[src/rtl/led_core_pkg.sv]
// Shared constants for the LED sink driver core.
// A pattern window holds KEY_LEN pairs {oe_n, strobe}, oldest pair in the
// most significant position.
package led_core_pkg;
    localparam int KEY_LEN = 5;
    localparam int PAIR_W  = 2;
    localparam int WIN_W   = KEY_LEN * PAIR_W;
    localparam int HIST_W  = (KEY_LEN - 1) * PAIR_W;

    // Enter fault-readback: 10 00 10 11 10 (oldest first)
    localparam logic [WIN_W-1:0] KEY_ENTER = 10'b10_00_10_11_10;
    // Return to normal:     10 00 10 10 10 (oldest first)
    localparam logic [WIN_W-1:0] KEY_LEAVE = 10'b10_00_10_10_10;
endpackage

[src/rtl/ser_chain.sv]
// Serial-in, parallel-out shift chain with a parallel load.
// Assumes load_en and shift never coincide meaningfully: load wins.
// next_q exposes the value the chain takes at the coming edge.
module ser_chain #(
    parameter int W = 16
) (
    input  logic         clk,
    input  logic         rst_n,
    input  logic         shift_in,
    input  logic         load_en,
    input  logic [W-1:0] load_val,
    output logic [W-1:0] q,
    output logic [W-1:0] next_q,
    output logic         tail
);
    // Per-stage next value: parallel load or move up one stage.
    for (genvar i = 0; i < W; i++) begin : g_stage
        if (i == 0) begin : g_head
            assign next_q[i] = load_en ? load_val[i] : shift_in;
        end else begin : g_body
            assign next_q[i] = load_en ? load_val[i] : q[i-1];
        end
    end

    // Chain register update.
    always_ff @(posedge clk) begin
        if (!rst_n) q <= '0;
        else        q <= next_q;
    end

    assign tail = q[W-1];
endmodule

[src/rtl/hold_latch.sv]
// Edge-sampled holding register standing in for a transparent latch.
// Captures d at each edge where capture is high, otherwise holds.
module hold_latch #(
    parameter int W = 16
) (
    input  logic         clk,
    input  logic         rst_n,
    input  logic         capture,
    input  logic [W-1:0] d,
    output logic [W-1:0] q
);
    // Capture-or-hold register.
    always_ff @(posedge clk) begin
        if (!rst_n)       q <= '0;
        else if (capture) q <= d;
    end
endmodule

[src/rtl/key_watch.sv]
// Pattern recogniser for the dual-role pins. Keeps the last KEY_LEN-1
// {oe_n, strobe} pairs and compares them plus the current pair with the
// entry or return pattern, depending on the current mode. On a match the
// mode flips and the history is cleared, so every pattern needs fresh edges.
module key_watch
    import led_core_pkg::*;
(
    input  logic clk,
    input  logic rst_n,
    input  logic oe_n,
    input  logic strobe,
    output logic detect
);
    logic [HIST_W-1:0] hist_q;
    logic [WIN_W-1:0]  window;
    logic              hit_enter;
    logic              hit_leave;

    // Window of pairs as of this edge.
    assign window    = {hist_q, oe_n, strobe};
    assign hit_enter = !detect && (window == KEY_ENTER);
    assign hit_leave =  detect && (window == KEY_LEAVE);

    // History shift and mode flip.
    always_ff @(posedge clk) begin
        if (!rst_n) begin
            hist_q <= '0;
            detect <= 1'b0;
        end else if (hit_enter || hit_leave) begin
            hist_q <= '0;
            detect <= !detect;
        end else begin
            hist_q <= window[HIST_W-1:0];
        end
    end
endmodule

[src/rtl/fault_grab.sv]
// Samples per-channel verdicts while the enable pin is low in readback
// mode and asks the chain to load them at the first edge it is high again.
module fault_grab #(
    parameter int W = 16
) (
    input  logic         clk,
    input  logic         rst_n,
    input  logic         detect,
    input  logic         oe_n,
    input  logic [W-1:0] status_ok,
    output logic         load_en,
    output logic [W-1:0] snap_q
);
    logic oe_prev_q;

    // Track the enable pin and capture verdicts during a low enable.
    always_ff @(posedge clk) begin
        if (!rst_n) begin
            oe_prev_q <= 1'b1;
            snap_q    <= '0;
        end else begin
            oe_prev_q <= oe_n;
            if (detect && !oe_n) snap_q <= status_ok;
        end
    end

    // Load request on the return of the enable pin to high.
    assign load_en = detect && oe_n && !oe_prev_q;
endmodule

[src/rtl/led_sink_core.sv]
// Digital core of a serial LED sink driver: shift chain, holding register,
// output gating, mode-pattern recogniser and fault readback path.
// Assumes all pins are synchronous to clk.
module led_sink_core #(
    parameter int CH = 16
) (
    input  logic          clk,
    input  logic          rst_n,
    input  logic          ser_in,
    input  logic          strobe,
    input  logic          oe_n,
    input  logic [CH-1:0] status_ok,
    output logic          ser_out,
    output logic [CH-1:0] chan_on
);
    logic [CH-1:0] sr_q;
    logic [CH-1:0] sr_next;
    logic [CH-1:0] lat_q;
    logic [CH-1:0] snap_q;
    logic          load_en;
    logic          detect;

    key_watch u_key (
        .clk    (clk),
        .rst_n  (rst_n),
        .oe_n   (oe_n),
        .strobe (strobe),
        .detect (detect)
    );

    fault_grab #(.W(CH)) u_grab (
        .clk       (clk),
        .rst_n     (rst_n),
        .detect    (detect),
        .oe_n      (oe_n),
        .status_ok (status_ok),
        .load_en   (load_en),
        .snap_q    (snap_q)
    );

    ser_chain #(.W(CH)) u_chain (
        .clk      (clk),
        .rst_n    (rst_n),
        .shift_in (ser_in),
        .load_en  (load_en),
        .load_val (snap_q),
        .q        (sr_q),
        .next_q   (sr_next),
        .tail     (ser_out)
    );

    hold_latch #(.W(CH)) u_hold (
        .clk     (clk),
        .rst_n   (rst_n),
        .capture (strobe),
        .d       (sr_next),
        .q       (lat_q)
    );

    // Output gating by the active-low enable.
    always_comb begin
        chan_on = oe_n ? '0 : lat_q;
    end
endmodule

[config.mk]
export PLATFORM = sky130hd
export DESIGN_NAME = led_sink_core
export DESIGN_NICKNAME = d
export VERILOG_FILES = /design/src/rtl/led_core_pkg.sv /design/src/rtl/ser_chain.sv /design/src/rtl/hold_latch.sv /design/src/rtl/key_watch.sv /design/src/rtl/fault_grab.sv /design/src/rtl/led_sink_core.sv
export SDC_FILE = /design/constraint.sdc
export NUM_CORES = 1
export LEC_CHECK = 0
export BUFFER_PORTS_ARGS = -buffer_cell sky130_fd_sc_hd__buf_2
export CORE_MARGIN = 1.5
export CORE_UTILIZATION = 60
export DETAILED_ROUTE_END_ITERATION = 10
export PLACE_DENSITY_LB_ADDON = 0.1
export SYNTH_ARGS = -nofsm -noshare
export SYNTH_HDL_FRONTEND = slang
export SYNTH_HIERARCHICAL = 1
export SYNTH_SLANG_ARGS = --single-unit
[constraint.sdc]
create_clock -name clk -period 4.4 [get_ports clk]
set_clock_uncertainty 0.15 [all_clocks]
set_input_delay 0 -clock clk [delete_from_list [all_inputs] [get_ports clk]]
set_output_delay 0 -clock clk [all_outputs]
set_load 0.05 [all_outputs]
==> Flow_metrics.wiki <==
{| class="wikitable"
! Metric !! Value
|-
| Run status || finished clean
|-
| Register Area || between 1000 and 1500 um^2
|-
| Hold crit path type || in2reg
|-
| Port Buffers || 37
|-
| Clock Latency Late Sink || between 300 and 400 ps
|-
| Combined area of all synthesized cells || ~2500 um^2
|-
| Final worst-path cycle share || 0.485
|-
| Synth Area per Inst || 11.1 um^2
|-
| Total routing usage reported by global routing || 0.215
|-
| Setup TNS Final || 0 ps
|-
| Total detailed-routing wirelength || 4.31 mm
|-
| Cell at the root of the clock tree || clkbuf_8
|-
| Warnings, synthesis || 6
|-
| Synthesized Nets || between 200 and 250
|-
| Worst min-delay path startpoint || oe_n
|-
| Total number of vias || 1,564
|-
| First-pass GRT wire length || 6.81 mm
|-
| Fraction of the core area covered by cells at the end of the flow || 0.728
|-
| Number of remaining DRC errors || 0
|-
| Multi-input logic area || 1160 um^2
|-
| Standard-cell row count || 23
|-
| Antenna violations before repair || 0
|-
| Detailed-router iteration count before antenna repair || 4
|-
| Setup slack after layout || 2270 ps
|-
| Share of layout cells above drive strength 1 || 0.307
|-
| Antenna diode instance count || 0
|-
| Total die area || approximately 4500 um^2
|-
| Number of levels the H-tree was split into || 3
|-
| Post-placement worst setup slack || 2190 ps
|-
| Antenna Nets Post-Route || 0
|-
| Crit end category || flop
|-
| Number of primary I/O pins || 38
|-
| Number of vias per cell after detailed routing || between 4 and 5
|-
| Reg2Reg Launch Point || u_key/detect$_SDFFE_PN0P_
|-
| FF-to-FF setup slack || 2270 ps
|-
| Clock Path Buffers || 2
|-
| CORE AREA || 3970 um^2
|-
| Total gr overflow || 0
|-
| Initial standard-cell utilization of the core || 0.619
|-
| Die height || 67.0 um
|-
| Fill cell total of the finished layout || 282
|-
| Pin count of the biggest net entering global routing || 73
|-
| Critical Path RT || approximately 4500 ps
|-
| Clock period minus worst slack || about 2100 ps
|-
| RSZ-0062 raised after global routing || false
|-
| Actual slew at the worst max-slew pin || about 1000 ps
|-
| Floorplan die width || 67.0 um
|-
| Final cell count without fillers || 324
|-
| Normalized max-slew margin || 0.322
|-
| Max-cap violation count || 0
|-
| Crit-path max FO || 16
|-
| Power density over the cells || approximately 340 nW/um^2
|-
| Final weighted congestion in routability-driven placement || 0.725
|-
| Count of final hold-check violations || 0
|-
| Critical Path Source || u_key/detect$_SDFFE_PN0P_
|-
| Number of cell instances on the worst register-to-register path || 5
|-
| Count of cells resized by post-cts repair || 0
|-
| Max Transition Viols Final || 0
|-
| Clock tree from TritonCTS || built
|-
| Cell Count Post-Placement || 295
|-
| Layout net count || 294
|-
| Endpoint arrival time on the critical path || 2200 ps
|-
| Number of sinks driven by the clock tree || 58
|-
| Drt initial violations || 58
|-
| Highest clock frequency the design can meet || approximately 0.47 GHz
|-
| Detailed-placement wirelength estimate || 2.44 mm
|-
| End point of the critical path || u_hold/q[9]$_SDFFE_PN0P_
|-
| Peak supply drop || 0.000251 V
|-
| Finish-stage setup viols || 0
|-
| Number of global-route vias before repair || 1,447
|-
| Clock transition at the registers of the reported paths || about 60 ps
|-
| Post-Syn Instances || ~220
|-
| CP startpoint kind || flop
|-
| CTS buffer count || 9
|-
| Detailed-route wire length per cell || roughly 13 um
|-
| P_leak || ~0.0013 uW
|-
| Reg2reg end || u_hold/q[9]$_SDFFE_PN0P_
|-
| Synth-to-layout area growth || 17.7%
|-
| CP Class || reg2reg
|}
## layer usage
layer | track usage | part of all wire | wire length [um] | up-vias
li1 | - | - | - | 817
met1 | 0.265 | 0.48 | 2090 | 710
met2 | 0.328 | 0.46 | 1990 | 30
met3 | 0.0811 | 0.035 | 152 | 7
met4 | 0.105 | 0.019 | 80 | 0
met5 | 0 | 0 | 0 | -
## flip-flops by register name (all words and copies together) (netlist names)
signal / cells
u_key/hist_q: 8
u_hold/q: 16
u_chain/q: 16
u_grab/snap_q: 16
u_grab/oe_prev_q: 1
u_key/detect: 1
## power breakdown
group,total [uW],switching [uW],internal (uW),leakage [uW]
combinational,61.5,30.2,31.4,0.000704
sequential,534,2.45,531,0.000469
clock,388,182,206,0.0000770
total,983,215,769,0.00125
## how the worst min path moves through the flow
stage / to / slack, ps / cells after the start
floorplan: u_grab/oe_prev_q$_SDFF_PN1_ / -50 / 1
global placement: u_grab/snap_q[8]$_SDFFE_PN0P_ / 100 / 3
detailed placement: u_grab/snap_q[8]$_SDFFE_PN0P_ / 100 / 3
CTS: u_key/hist_q[1]$_SDFF_PP0_ / 40 / 2
global route: u_key/hist_q[1]$_SDFF_PP0_ / 60 / 2
finish: u_key/hist_q[1]$_SDFF_PP0_ / 40 / 2
## repair_timing
action                    CTS  global route
buffers inserted            0             0
hold endpoints to repair   18             0
hold buffers               17             0
## layout by cell type (no fill, tap or decap), types with 2 or more instances in the layout
cell type,instances
mux2_2,6
dlygate4sd3_1,17
mux2_4,10
and2b_2,6
mux2i_1,33
nand2_1,34
nor2b_1,19
clkbuf_8,10
and2_4,2
nor2b_2,7
dfxtp_1,58
buf_2,37
and2_1,22
## area by class of cell
type                       instances  share of cell area
timing repair buffer              54               0.123
tap                               50              0.0216
multi-input combinational        149               0.402
inverter                           1             0.00130
clock inverter                     1             0.00173
clock buffer                      11              0.0489
sequential                        58               0.402
## worst max-delay path: stages (launching register included)
cell     delay (ps)
dfxtp_1         390
nand2_1          90
nor2_2          770
mux2_2          430
mux2i_1         130
nor2b_1          60
## metrics by stage
step / total power [uW] / hold slack, ps / area [um^2]
after floorplan: 581 / -48.5 / 2460
after global placement: 594 / 100 / 2570
after detailed placement: 595 / 104 / 2570
after CTS: 994 / 35.9 / 2890
after global routing: 1020 / 58.5 / 2890
final: 983 / 40.9 / 2890
Note: power is estimated with default switching activity, not from simulation.
